## src/rtl/tbms_pkg.sv

```systemverilog
package tbms_pkg;
    localparam int NBITS = 3;
    localparam int OPW   = 2;
    localparam int NCAND = 1 << OPW;

    typedef enum logic [OPW-1:0] {
        OP_KEEP = 2'b00,
        OP_SHR  = 2'b01,
        OP_ROTL = 2'b10,
        OP_LOAD = 2'b11
    } op_e;

    typedef struct packed {
        logic [NBITS-1:0] word;
    } state_t;
endpackage

```

## src/rtl/tbms_mux4.sv

```systemverilog
module tbms_mux4
    import tbms_pkg::*;
(
    input  logic [NCAND-1:0] cand,
    input  logic [OPW-1:0]   sel,
    output logic             y
);
    always_comb begin
        y = cand[sel];
    end
endmodule

```

## src/rtl/tbms_next_logic.sv

```systemverilog
module tbms_next_logic
    import tbms_pkg::*;
(
    input  logic [NBITS-1:0] cur,
    input  logic [NBITS-1:0] par_in,
    input  logic [OPW-1:0]   op,
    output logic [NBITS-1:0] nxt
);
    for (genvar b = 0; b < NBITS; b++) begin : g_bit
        logic [NCAND-1:0] cand;
        logic             from_above;
        logic             from_below;

        // Source for a shift toward bit 0: the bit above, or zero at the top.
        if (b == NBITS - 1) begin : g_top
            assign from_above = 1'b0;
        end else begin : g_mid_hi
            assign from_above = cur[b+1];
        end

        // Source for a rotation toward the top: the bit below, or the top bit wrapped.
        if (b == 0) begin : g_bottom
            assign from_below = cur[NBITS-1];
        end else begin : g_mid_lo
            assign from_below = cur[b-1];
        end

        always_comb begin
            cand          = '0;
            cand[OP_KEEP] = cur[b];
            cand[OP_SHR]  = from_above;
            cand[OP_ROTL] = from_below;
            cand[OP_LOAD] = par_in[b];
        end

        tbms_mux4 u_mux (
            .cand (cand),
            .sel  (op),
            .y    (nxt[b])
        );
    end
endmodule

```

## src/rtl/tri_bit_mode_shifter.sv

```systemverilog
module tri_bit_mode_shifter
    import tbms_pkg::*;
(
    input  logic             clk,
    input  logic             rst,
    input  logic [OPW-1:0]   op_sel,
    input  logic [NBITS-1:0] par_in,
    output logic [NBITS-1:0] word_out
);
    state_t           st_d;
    state_t           st_q;
    logic [NBITS-1:0] sel_word;

    tbms_next_logic u_next (
        .cur    (st_q.word),
        .par_in (par_in),
        .op     (op_sel),
        .nxt    (sel_word)
    );

    always_comb begin
        st_d = st_q;
        if (rst) begin
            st_d.word = '0;
        end else begin
            st_d.word = sel_word;
        end
    end

    always_ff @(posedge clk) begin
        st_q <= st_d;
    end

    assign word_out = st_q.word;
endmodule

```

## config.mk

```make
export PLATFORM = sky130hd
export DESIGN_NAME = tri_bit_mode_shifter
export DESIGN_NICKNAME = d
export VERILOG_FILES = /design/src/rtl/tbms_pkg.sv /design/src/rtl/tbms_mux4.sv /design/src/rtl/tbms_next_logic.sv /design/src/rtl/tri_bit_mode_shifter.sv
export SDC_FILE = /design/constraint.sdc
export NUM_CORES = 1
export LEC_CHECK = 0
export ABC_AREA = 1
export BUFFER_PORTS_ARGS = -buffer_cell sky130_fd_sc_hd__buf_2
export CAP_MARGIN = 20
export CORE_AREA = 8 8 45 47
export DETAILED_ROUTE_END_ITERATION = 12
export DIE_AREA = 0 0 53 55
export GPL_ROUTABILITY_DRIVEN = 0
export PLACE_DENSITY = 0.35
export SETUP_SLACK_MARGIN = 0.5
export SYNTH_ARGS = -nofsm -noshare
export SYNTH_HDL_FRONTEND = slang
export SYNTH_HIERARCHICAL = 1
export SYNTH_SLANG_ARGS = --single-unit
```

## constraint.sdc

```tcl
create_clock -name clk -period 1.1 [get_ports clk]
set_clock_uncertainty 0.05 [all_clocks]
set_input_delay 0.055 -clock clk [delete_from_list [all_inputs] [get_ports clk]]
set_output_delay 0.055 -clock clk [all_outputs]
set_load 0.02 [all_outputs]
```

; ---- Word level (Yosys, flattened, before mapping)
; Cells that the tools add are included.
[totals]
ff_bits = 3
[classes]
n_lt_le_gt_ge = 1
muxes = 6
[op_table]
columns = cell, n
row1 = binary-select mux 1 bit (select 2 bit), 3
row2 = "< comparator 2 x 3 -> 1 bit, second input constant", 1
row3 = 2-to-1 mux 1 bit, 3

; ---- Depth between registers and ports, before layout
; Gate-level depths: netlist (run 1).
[logic_depth]
depth_word = 2
depth_mapped = 6
mapped_depth_nobuf = 6

; ---- Hierarchy
; The synthesis (run 1) kept the hierarchy.
[modules_own_cells]
columns = module, cells_per_inst, seq_area_each_um2, n_inst, area_per_inst_um2
row1 = tbms_mux4, 13, 0.0, 3, 51.3
row2 = tri_bit_mode_shifter, 9, 60.1, 1, 82.6
row3 = tbms_next_logic, 1, 0.0, 1, 3.8

; ---- Worst setup path before layout (run 1)
; No wires, ideal clock.
[synth_timing]
kind = flip-flop to flip-flop
startpoint = reg st_q (netlist bit word_out[2])
endpoint = reg st_q (netlist bit word_out[0])
required_ns = 0.986
period_less_slack_ns = 0.882
n_path_buf = 0
path_stages_with_launch = 7
path_slack_ns = 0.218
arrival_ns = 0.768
path_cell_list = dfxtp_1 > inv_1 > nand2_1 > nand3_1 > nand2_1 > inv_1 > nor2_1
[synth_between]
elab_chain_len = 2
[synth_rtl]
columns = element, line_no
row1 = from (decl), tri_bit_mode_shifter.sv:11  ; state_t st_q;
row2 = from (signal assigned), tri_bit_mode_shifter.sv:31  ; st_q <= st_d;
row3 = binary-select mux 1 bit (select 2 bit), tbms_mux4.sv:9  ; y = cand[sel];
row4 = 2-to-1 mux 1 bit (implied by the code), tbms_mux4.sv:9
row5 = named net sel_word[0], tri_bit_mode_shifter.sv:12  ; logic [NBITS-1:0] sel_word;
; The timed path passes the listed nets, and every way through them passes these cells. The select of a mux whose other input is x is not followed.
; A chain may end at the register's enable or synchronous reset.

; ---- Final worst setup path (run 1)
[layout_timing]
startpoint = reg st_q (netlist bit word_out[1])
endpoint = out word_out[1]
[layout_rtl]
columns = element, line_no
row1 = to (decl), tri_bit_mode_shifter.sv:8  ; output logic [NBITS-1:0] word_out
; No word-level cell between the ends.

==> results.txt, run 1 <==
IR analysis of the VDD net gives a maximum drop of 0.000333 V. The mean number of vias per cell is 3.56. The share of layout cells above drive strength 1 is 0.306.

The fraction of synthesized cell area in xor and xnor cells is 0. The die is 53 µm wide. The area growth from synthesis to final layout came out at 50.5%. The count of maximum capacitance violations is 0.

The number of flip-flops under the largest register name came out at 3. The global-route usage over all layers came out at 0.0458. The category of the worst setup path capture point is an output port.

The power density normalized to cell area came out at 1140 mW/mm². The worst setup timing slack at the placement stage came out at 308 ps. Leaving out filler cells and counting taps, the final layout contains 78. The run finished, with violations left. The flop-to-flop setup slack came out at 300 ps.

The I/O pin count is 10. The final reports fail on hold timing. Sorting the synthesized cells by area gives the leading types as sky130_fd_sc_hd__inv_1 (33%), sky130_fd_sc_hd__dfxtp_1 (25%), sky130_fd_sc_hd__nand2_1 (23%). For this run the aggregate overflow at the end of global routing stands at 0. The maximum single-stage delay on the critical path is 350 ps. The number of setup violations in the final report is 0. The number of antenna repair diodes is 0. The largest driver fanout on the critical path is 4.

At the worst endpoint, the required time is 1000 ps. The maximum level of the CTS H-tree came out at 1. The cell count of the worst reg-to-reg path is 6. The core area is 0.00138 mm². The remaining routing DRC violations came out at 0. The count of warnings emitted by yosys is 6.

The wire length of the first global-routing pass is 910 µm. The number of buffer and inverter instances along the worst setup path is 1. The maximum operating frequency came out at 1230 MHz. The share of the clock period used by the worst path after layout is 0.741. Final hold analysis gives a worst-case slack of -42.3 ps.

TritonCTS built the clock tree. The worst-case clock buffer depth came out at 2. The end of the worst register-to-register path is word_out[0]. The initial antenna violation count came out at 0.

The launch point of the worst reg-to-reg path is word_out[2]. The post-placement cell count came out at 74. The hold-critical path depth is 2. The basic-gate share of the synthesized area counting and, or, nand and nor cells is 0.406. The net count of the mapped netlist came out at 56. STA classifies the critical path startpoint as a flop. The DRC marker count from the first detailed-route iteration came out at 4. After clock tree synthesis, the clock-pin slew on the worst setup and hold paths is 40 ps. The number of hold violations in the final report was 3.

The post-synthesis compound-gate area fraction came out at 0. After synthesis, the largest family of logic cells by area is simple AND/OR/NAND/NOR gates. The final wirelength is 594 µm. The post-route antenna net violation count came out at 0. The path class of the tightest hold or removal check is in -> reg. The gate count after technology mapping is 49.

Once detailed placement completed, the half-perimeter wirelength came to 491 µm. The number of slew-limit violations in the final report came to 0. The first-pass iteration count of the detailed router came out at 2. The portion of netlist area occupied by mux cells came out at 0. For hold timing, the worst endpoint is word_out[1]. CTS placed an instance of sky130_fd_sc_hd__clkbuf_4 at the clock tree root. Setup repair after global routing could not meet its margin everywhere. Buffers placed on the I/O ports in this run total 9. The floorplan has 14 rows.

The post-synthesis adder-cell area fraction came out at 0. The slowest stage of the critical path is the sky130_fd_sc_hd__dfxtp_4 cell. The startpoint identified for the worst hold timing path is rst. The number of sinks driven by the clock tree is 3.

The synthesized flop and latch total is 3. The dominant cell type by area after synthesis is sky130_fd_sc_hd__inv_1. For the worst-skew pair, the clock arrives at the later sink with an insertion delay of 230 ps. The die area came out at 0.00292 mm². The starting utilization of the core area came out at 0.174. From bottom edge to top edge, the die measures 55 µm. The final route contains 278 vias. Setup total negative slack on the finished layout was measured at 0 ps.

The data arrival time of the critical path came out at 710 ps. After synthesis the cells add up to 240 µm². The maximum number of pins on one net before global-route repair is 10. The number of filler instances in the final layout came out at 169.

The analysis attributes to cell leakage a power of 0.230 nW. For this run, the register share of the synthesized area comes to 0.250. The number of CTS-inserted buffers came out at 3. The synthesized area per cell is 4.90 µm². The number of different library cells used by synthesis comes to 6.

The area after detailed placement came out at 317 µm². The minimum clock period after layout came out at 816 ps. The number of global-route vias before repair is 228. The post-layout instance area came out at 362 µm².

The signal on the critical path passes through buf_6. The share of synthesized area in the top cell type comes to 0.328. Grouping stages by cell kind, the critical path spends the most delay in flip-flops. The worst path meets setup with 284 ps of slack. After detailed routing, the average wire length per cell comes to 7.62 µm. The net count of the finished layout is 70.

The worst setup path is of the reg -> out kind.
[cell type report]
cell class	count	area (µm²)	area share
Clock buffer	4	26.3	0.0727
Inverter	21	78.8	0.218
Timing Repair Buffer	9	63.8	0.176
Sequential cell	3	71.3	0.197
Tap cell	16	20.0	0.0554
Multi-Input combinational cell	25	101	0.280
[per-stage QoR]
stage	utilization	total power, mW
2_1_floorplan	-	0.182
3_3_place_gp	0.229	0.218
3_5_place_dp	0.229	0.216
4_1_cts	0.261	0.426
5_1_grt	0.261	0.456
6_report	0.261	0.414
[synthesized netlist by cell type]
cell type	count
sky130_fd_sc_hd__nand2_1	15
sky130_fd_sc_hd__dfxtp_1	3
sky130_fd_sc_hd__nand3_1	6
sky130_fd_sc_hd__nor2_1	3
sky130_fd_sc_hd__inv_1	21
sky130_fd_sc_hd__conb_1	1
[per-layer routing]
layer	global-route usage	up-vias	part of all wire
li1	-	156	-
met1	0.0499	115	0.47
met2	0.0488	7	0.38
met3	0.0294	0	0.15
met4	0.0647	0	0
met5	0	-	0
[how the worst max path moves through the flow]
stage	endpoint	slack, ps	from	cells past startpoint
after CTS	word_out[1]	270	word_out[1]	1
after global placement	word_out[2]	300	word_out[2]	6
after floorplan	word_out[0]	330	word_out[0]	6
final	word_out[1]	280	word_out[1]	1
after global routing	word_out[0]	240	word_out[1]	6
after detailed placement	word_out[2]	310	word_out[2]	6
[placed cells by master (no fill, tap or decap), types with 3 or more instances in the layout]
cell type	instances
sky130_fd_sc_hd__nor2_1	3
sky130_fd_sc_hd__buf_6	3
sky130_fd_sc_hd__clkbuf_4	3
sky130_fd_sc_hd__nand2_1	15
sky130_fd_sc_hd__inv_1	17
sky130_fd_sc_hd__inv_2	4
sky130_fd_sc_hd__buf_2	6
sky130_fd_sc_hd__dfxtp_4	3
sky130_fd_sc_hd__nand3_1	6
[logic make-up after synthesis]
logic type    count (synthesis)
other cells                   1
flops                         3
buf+inv                      21
simple gates                 24
[power by group]
group | total [mW] | switching (mW) | leakage, nW | internal [mW]
Combinational | 0.0969 | 0.0528 | 0.188 | 0.0441
Sequential | 0.127 | 0.0105 | 0.0268 | 0.117
Clock | 0.189 | 0.0536 | 0.0150 | 0.136
Total | 0.414 | 0.117 | 0.230 | 0.297
[repair_timing]
action | 4_1_cts | 5_1_grt
resized for setup | 6 | 1
pin swaps | 1 | 2
endpoints found under the hold margin | 3 | 3
buffers inserted | 0 | 0
endpoints found under the setup margin | 6 | 6
No activity file was read; power rests on OpenSTA's default activity.
==> run 2, diff against run 1 <==
==> constraint.sdc (replaced) <==
create_clock -name clk -period 0.85 [get_ports clk]
set_clock_uncertainty 0.05 [all_clocks]
set_input_delay 0.0425 -clock clk [delete_from_list [all_inputs] [get_ports clk]]
set_output_delay 0.0425 -clock clk [all_outputs]
set_load 0.02 [all_outputs]
==> results.txt, run 2 (synthesis results as in run 1) <==
The starting utilization of the core area came to 0.174 (unchanged). The I/O pin count came out at 10 (unchanged). The power density normalized to cell area came to 1460 mW/mm² (was 1140 mW/mm²). The mean number of vias per cell was 3.40 (was 3.56). The width of the die came out at 53 µm (unchanged). The type of the tightest min-delay check is in -> reg (unchanged). The count of standard-cell rows is 14 (unchanged).

The number of setup violations in the final report came out at 0 (unchanged). The via count was 265 (was 278). The share of the clock period used by the worst path after layout came out at 0.955. The final wirelength is 584 µm (was 594 µm). Failing checks: hold timing (unchanged). The post-DP HPWL came to 487 µm (was 491 µm). The minimum clock period after layout is 811 ps. The required arrival time at the worst endpoint is 760 ps (was 1000 ps). The share of layout cells above drive strength 1 is 0.355 (was 0.306). The number of CTS-inserted buffers came out at 3 (unchanged). The number of sinks driven by the clock tree came out at 3 (unchanged).

The length of routed met2 wiring came to 243 µm (was 225 µm). The highest routed metal layer is met3 (unchanged). The routed length on met3 is 77 µm (was 87 µm). Cell breakdown of the critical path: buf_6 (unchanged). The post-route antenna net violation count is 0 (unchanged).

The number of filler instances in the final layout came out at 185 (was 169). The detailed-route wire length per cell is 7.49 µm (was 7.62 µm). The residual overflow from global routing came out at 0 (unchanged). The die area was 0.00292 mm² (unchanged). The commonest non-fill, non-tap cell in the layout is sky130_fd_sc_hd__inv_1 (unchanged). The maximum operating frequency came out at 1230 MHz. Leading cell types in the layout, fill and taps excluded: sky130_fd_sc_hd__inv_1 (16), sky130_fd_sc_hd__nand2_1 (14), sky130_fd_sc_hd__buf_2 (6), sky130_fd_sc_hd__inv_2 (5), sky130_fd_sc_hd__nand3_1 (5) (was sky130_fd_sc_hd__inv_1 (17), sky130_fd_sc_hd__nand2_1 (15), sky130_fd_sc_hd__buf_2 (6), sky130_fd_sc_hd__nand3_1 (6), sky130_fd_sc_hd__inv_2 (4)). The wire length of the first global-routing pass is 910 µm (unchanged).

The root cell of the clock tree was sky130_fd_sc_hd__clkbuf_4 (unchanged). The maximum single-stage delay on the critical path came out at 370 ps (was 350 ps). The core area is 0.00138 mm² (unchanged).

Result of the run: finished with violations (unchanged). The DRC marker count from the first detailed-route iteration is 3 (was 4). The count of input and output buffers was 9 (unchanged).

The final cell utilization of the core came out at 0.267 (was 0.261). The worst-case clock buffer depth came out at 2 (unchanged). The maximum number of pins on one net before global-route repair came out at 10 (unchanged). The final worst hold slack is -61.6 ps (was -42.3 ps). Unrepaired setup endpoints after global routing: true (unchanged). The sum of routed wire segments on met1 is 262 µm (was 281 µm).

The maximum vdd ir drop came out at 0.000485 V (was 0.000333 V). The static leakage is 0.231 nW (was 0.230 nW). The cell class contributing the biggest share of worst-path delay is flip-flops (unchanged). The post-layout instance area is 369 µm² (was 362 µm²). The number of global-route vias before repair is 232 (was 228).

The number of slew-limit violations in the final report is 0 (unchanged). The count of maximum capacitance violations is 0 (unchanged). The area after detailed placement came out at 317 µm² (unchanged). The number of buffer and inverter instances along the worst setup path came out at 1 (unchanged). The path type of the worst setup path was reg -> out (unchanged). The net count of the finished layout came to 70 (unchanged). The number of antenna repair diodes was 0 (unchanged). The maximum level of the CTS H-tree is 1 (unchanged). The first-pass iteration count of the detailed router came out at 4 (was 2). The setup fix buffers added after clock tree synthesis is 0 (unchanged). The number of flip-flops under the largest register name was 3 (unchanged). The die span in y is 55 µm (unchanged). The category of the worst setup path capture point was an output port (unchanged). The worst-skew pair later-pin latency came out at 230 ps (about the same). The kind of start point of the critical path is a flop (unchanged). The register clock-pin slew on the reported worst setup and hold paths is 40 ps (about the same). The remaining routing DRC violations came out at 0 (unchanged).

The clock tree from TritonCTS is done (unchanged). The initial antenna violation count is 0 (unchanged). The area growth from synthesis to final layout is 53.6% (was 50.5%).

The global-route usage over all layers came out at 0.0453 (was 0.0458). The number of hold violations in the final report came to 3 (unchanged). The data arrival time of the critical path is 720 ps (was 710 ps). The largest driver fanout on the critical path is 4 (unchanged). The slowest cell on the critical path is sky130_fd_sc_hd__dfxtp_4 (unchanged).
[run 2: changes by cell type in the layout (fill, tap and decap cells not counted)]
cell,change
sky130_fd_sc_hd__inv_1,-1
sky130_fd_sc_hd__inv_2,+1
sky130_fd_sc_hd__nand2_1,-1
sky130_fd_sc_hd__nand2_2,+1
sky130_fd_sc_hd__nand3_1,-1
sky130_fd_sc_hd__nand3_2,+1
[run 2: what timing repair did]
item,4_1_cts,5_1_grt
gates resized for setup,7,3
pin swaps,0,4
setup endpoints to repair,6,6
endpoints found under the hold margin,3,3
[run 2: area by class of cell]
| class | count | area [µm²] | share of cell area |
|---|---|---|---|
| multi-input cells | 25 | 109 | 0.295 |
| inverters | 21 | 78.8 | 0.214 |
| flip-flops and latches | 3 | 71.3 | 0.193 |
| repair buffers | 9 | 63.8 | 0.173 |
| clock buffers | 4 | 26.3 | 0.0712 |
| well taps | 16 | 20.0 | 0.0542 |
[run 2: path summary, 6_finish.rpt]
path / from / cells past startpoint / to / slack [ps]
max: word_out[1] / 1 / word_out[1] / 40
min: rst / 2 / word_out[2] / -60
max reg2reg: word_out[1] / 6 / word_out[2] / 50
min reg2reg: word_out[0] / 6 / word_out[0] / 590
[run 2: worst register-to-register path, stage by stage, from the launching register on]
cell                      delay (ps)
sky130_fd_sc_hd__dfxtp_4         370
sky130_fd_sc_hd__inv_2            40
sky130_fd_sc_hd__nand2_2          50
sky130_fd_sc_hd__nand3_2          50
sky130_fd_sc_hd__nand2_1          70
sky130_fd_sc_hd__inv_1            40
sky130_fd_sc_hd__nor2_1           80
[run 2: per-layer routing]
metal	vias to the layer above	track usage
met1	103	0.0499
li1	155	-
met3	0	0.0214
met4	0	0.0647
met2	7	0.0527
met5	-	0
[run 2: per-stage QoR]
step,std cells,power (mW),TNS [ps],hold slack [ps],worst slack (ps)
floorplan,49,0.235,0,54.1,77.2
global placement,74,0.281,0,186,55.7
detailed placement,74,0.279,0,182,61.6
CTS,78,0.554,0,-66.7,23.5
global route,78,0.583,-0.0598,-63.7,-0.0598
finish,78,0.539,0,-61.6,38.6
[run 2: power breakdown]
part / switching (mW) / total (mW) / internal [mW]
clock network: 0.0687 / 0.244 / 0.176
registers: 0.0145 / 0.166 / 0.151
logic: 0.0699 / 0.129 / 0.0589
total: 0.153 / 0.539 / 0.386
==> run 3, diff against run 2 <==
--- a/config.mk
+++ b/config.mk
@@ -5,14 +5,14 @@
 export SDC_FILE = /design/constraint.sdc
 export NUM_CORES = 1
 export LEC_CHECK = 0
-export ABC_AREA = 1
 export BUFFER_PORTS_ARGS = -buffer_cell sky130_fd_sc_hd__buf_2
 export CAP_MARGIN = 20
 export CORE_AREA = 8 8 45 47
 export DETAILED_ROUTE_END_ITERATION = 12
 export DIE_AREA = 0 0 53 55
 export GPL_ROUTABILITY_DRIVEN = 0
-export PLACE_DENSITY = 0.35
+export PLACE_DENSITY = 0.3
+export REMOVE_ABC_BUFFERS = 1
 export SETUP_SLACK_MARGIN = 0.5
 export SYNTH_ARGS = -nofsm -noshare
 export SYNTH_HDL_FRONTEND = slang
==> results.txt, run 3 <==
The count of maximum capacitance violations is 0 (unchanged). The register clock-pin slew on the reported worst setup and hold paths was 40 ps (about the same). The synthesized area per cell came out at 15.0 µm² (was 4.90 µm²). The commonest non-fill, non-tap cell in the layout is sky130_fd_sc_hd__buf_2 (was sky130_fd_sc_hd__inv_1).

The final worst slack came out at -227 ps (was 38.6 ps). The fraction of post-synthesis cell area in the top cell type by area is 0.450 (was 0.328). The number of antenna repair diodes was 0 (unchanged). The power consumption was 0.488 mW (was 0.539 mW).

The via count is 138 (was 265). The part of the total power dissipated in combinational logic was 0.171 (was 0.239). The basic-gate share of the synthesized area counting and, or, nand and nor cells came out at 0.125 (was 0.406). Unrepaired setup endpoints after global routing: true (unchanged). The switching component of the power is 0.107 mW (was 0.153 mW). The DRC marker count from the first detailed-route iteration came to 4 (was 3). The width of the die is 53 µm (unchanged).

The distinct cell type count after synthesis came out at 4 (was 6). The post-placement cell count is 35 (was 74). The non-filler instance count after layout was 40 (was 78). The clock tree from TritonCTS is done (unchanged). The area growth from synthesis to final layout is 75.8% (was 53.6%). The relative contribution of the clock network to total power is 0.498 (was 0.453). The count of flip-flops with a built-in enable after synthesis came out at 0 (unchanged). The number of slew-limit violations in the final report came to 0 (unchanged). The data arrival time of the critical path was 1150 ps (was 720 ps). The share of the clock period used by the worst path after layout came out at 1.27 (was 0.955).

The kind of start point of the critical path is a flop (unchanged). The most used flip-flop cell after synthesis is sky130_fd_sc_hd__dfxtp_1 (unchanged). The initial antenna violation count is 0 (unchanged). The first-pass iteration count of the detailed router is 2 (was 4).

The minimum clock period after layout was 1080 ps (was 811 ps). The I/O pin count is 10 (unchanged). Result of the run: finished with violations (unchanged). The count of input and output buffers is 9 (unchanged). The category of the worst setup path capture point was a flop (was output port).

The post-synthesis compound-gate area fraction was 0 (unchanged). The post-synthesis adder-cell area fraction is 0 (unchanged). The wire length of the first global-routing pass is 703 µm (was 910 µm). The largest family of logic cells by synthesized area is multiplexers (was simple AND/OR/NAND/NOR gates). The post-route antenna net violation count came out at 0 (unchanged). Failing checks: hold timing, setup timing (was hold timing). The type of the tightest min-delay check is in -> reg (unchanged).

The maximum number of pins on one net before global-route repair came out at 5 (was 10). The synthesized flop and latch total came out at 3 (unchanged). Top cell types by occurrence after synthesis: sky130_fd_sc_hd__dfxtp_1 (3), sky130_fd_sc_hd__mux4_2 (3), sky130_fd_sc_hd__nor2b_1 (3), sky130_fd_sc_hd__conb_1 (1) (was sky130_fd_sc_hd__inv_1 (21), sky130_fd_sc_hd__nand2_1 (15), sky130_fd_sc_hd__nand3_1 (6), sky130_fd_sc_hd__dfxtp_1 (3), sky130_fd_sc_hd__nor2_1 (3)). Largest cells by area after synthesis: sky130_fd_sc_hd__mux4_2 (45%), sky130_fd_sc_hd__dfxtp_1 (40%), sky130_fd_sc_hd__nor2b_1 (13%) (was sky130_fd_sc_hd__inv_1 (33%), sky130_fd_sc_hd__dfxtp_1 (25%), sky130_fd_sc_hd__nand2_1 (23%)).

The number of sinks driven by the clock tree came to 3 (unchanged). The maximum operating frequency is 928 MHz (was 1230 MHz). The net count of the finished layout came out at 32 (was 70). The share of flip-flops with an asynchronous set or reset came out at 0 (unchanged). The fraction of synthesized cell area in xor and xnor cells is 0 (unchanged). The path type of the worst setup path is reg -> reg (was reg -> out). The worst-case clock buffer depth came to 2 (unchanged). The fraction of power consumed by sequential logic is 0.331 (was 0.308). The core area is 0.00138 mm² (unchanged).

The cell area after synthesis is 150 µm² (was 240 µm²). The cell-internal power was 0.380 mW (was 0.386 mW). The final wirelength is 412 µm (was 584 µm).

The number of CTS-inserted buffers came to 3 (unchanged). The root cell of the clock tree was sky130_fd_sc_hd__clkbuf_4 (unchanged). The number of global-route vias before repair came out at 145 (was 232). The die area came to 0.00292 mm² (unchanged). The required arrival time at the worst endpoint is 920 ps (was 760 ps).

The global-route usage over all layers is 0.0367 (was 0.0453). The number of setup violations in the final report came out at 4 (was 0). The share of layout cells above drive strength 1 came out at 0.750 (was 0.355).

The count of standard-cell rows came out at 14 (unchanged). The portion of netlist area occupied by mux cells came out at 0.450 (was 0). The worst-skew pair later-pin latency is 230 ps (about the same). The power density normalized to cell area came out at 1850 mW/mm² (was 1460 mW/mm²). The starting utilization of the core area came out at 0.108 (was 0.174). The switching share of power came to 0.220 (was 0.284). The largest driver fanout on the critical path came out at 4 (unchanged). The part of the Yosys area used for sequential elements came out at 0.400 (was 0.250).

The count of warnings emitted by yosys came to 6 (unchanged). The gate count after technology mapping is 10 (was 49). The remaining routing DRC violations came out at 0 (unchanged). The maximum vdd ir drop came out at 0.000334 V (was 0.000485 V). The die span in y is 55 µm (unchanged). The number of flip-flops under the largest register name came out at 3 (unchanged). The mean number of vias per cell is 3.45 (was 3.40). The residual overflow from global routing came out at 0 (unchanged). The static leakage is 0.116 nW (was 0.231 nW). The dominant cell type by area after synthesis was sky130_fd_sc_hd__mux4_2 (was sky130_fd_sc_hd__inv_1). The maximum level of the CTS H-tree is 1 (unchanged). The detailed-route wire length per cell is 10.3 µm (was 7.49 µm).

The number of hold violations in the final report came out at 3 (unchanged). The final worst hold slack came to -48.2 ps (was -61.6 ps). Leading cell types in the layout, fill and taps excluded: sky130_fd_sc_hd__buf_2 (7), sky130_fd_sc_hd__nor2b_1 (3), sky130_fd_sc_hd__clkbuf_4 (3), sky130_fd_sc_hd__mux4_2 (3) (was sky130_fd_sc_hd__inv_1 (16), sky130_fd_sc_hd__nand2_1 (14), sky130_fd_sc_hd__buf_2 (6), sky130_fd_sc_hd__inv_2 (5), sky130_fd_sc_hd__nand3_1 (5)).
-- run 3: changes by cell type in the layout (fill, tap and decap cells not counted), moves of 2 or more --
cell	before	now
sky130_fd_sc_hd__mux4_2	0	3
sky130_fd_sc_hd__inv_1	16	0
sky130_fd_sc_hd__dfxtp_4	3	0
sky130_fd_sc_hd__inv_2	5	0
sky130_fd_sc_hd__dfxtp_2	0	2
sky130_fd_sc_hd__nand3_1	5	0
sky130_fd_sc_hd__nor2_1	3	0
sky130_fd_sc_hd__nand2_1	14	0
sky130_fd_sc_hd__nor2b_1	0	3
-- run 3: worst paths after layout --
path	start	to	slack [ps]	depth (start not counted)
max	word_out[2]	word_out[0]	-230	2
min	rst	word_out[2]	-50	2
max reg2reg	word_out[2]	word_out[0]	-230	2
min reg2reg	word_out[2]	word_out[2]	660	2
-- run 3: power by group through the flow --
stage	combinational [mW]	sequential [mW]	clock (mW)
6_report	0.0834	0.161	0.243
2_1_floorplan	0.0311	0.170	0
3_3_place_gp	0.0743	0.161	0
5_1_grt	0.0900	0.162	0.273
3_5_place_dp	0.0735	0.161	0
4_1_cts	0.0783	0.161	0.257
-- run 3: repair_timing --
item | in CTS | in global routing
hold endpoints to repair | 3 | 3
pin swaps | 0 | 0
gates resized for setup | 5 | 1
setup buffers | 0 | 1
endpoints found under the setup margin | 6 | 6
-- run 3: through the flow --
| step | hold slack (ps) | setup TNS [ps] | setup slack, ps | cell area, µm² | utilization |
|---|---|---|---|---|---|
| after CTS | -57.6 | -648 | -237 | 253 | 0.183 |
| after detailed placement | 197 | -640 | -237 | 215 | 0.156 |
| after floorplan | 64.1 | -790 | -265 | 150 | - |
| final | -48.2 | -665 | -227 | 264 | 0.191 |
| after global routing | -38.7 | -803 | -254 | 264 | 0.191 |
| after global placement | 195 | -653 | -225 | 215 | 0.156 |
-- run 3: layer usage --
layer	track usage	share of wire	vias to the layer above
li1	-	-	66
met1	0.0398	0.46	60
met2	0.0313	0.28	12
met3	0.0508	0.26	0
met4	0.0259	0	0
met5	0	0	-
-- run 3: final cells by class --
class | count | area (µm²)
clock buffer | 4 | 26.3
fill | 153 | 1120
multi-input combinational | 7 | 90.1
sequential | 3 | 62.6
tap | 16 | 20.0
timing repair buffer | 10 | 65.1
-- run 3: logic make-up (layout without fill, tap and decap cells) --
logic type / after synthesis / count (layout)
muxes: 3 / 3
DFF: 3 / 3
and+or+nand+nor: 3 / 3
other: 1 / 1
buffers and inverters: 0 / 14
-- run 3: critical path, cell delays in order, from the launching register on --
cell	delay [ps]
sky130_fd_sc_hd__dfxtp_2	330
sky130_fd_sc_hd__mux4_2	450
sky130_fd_sc_hd__nor2b_1	140
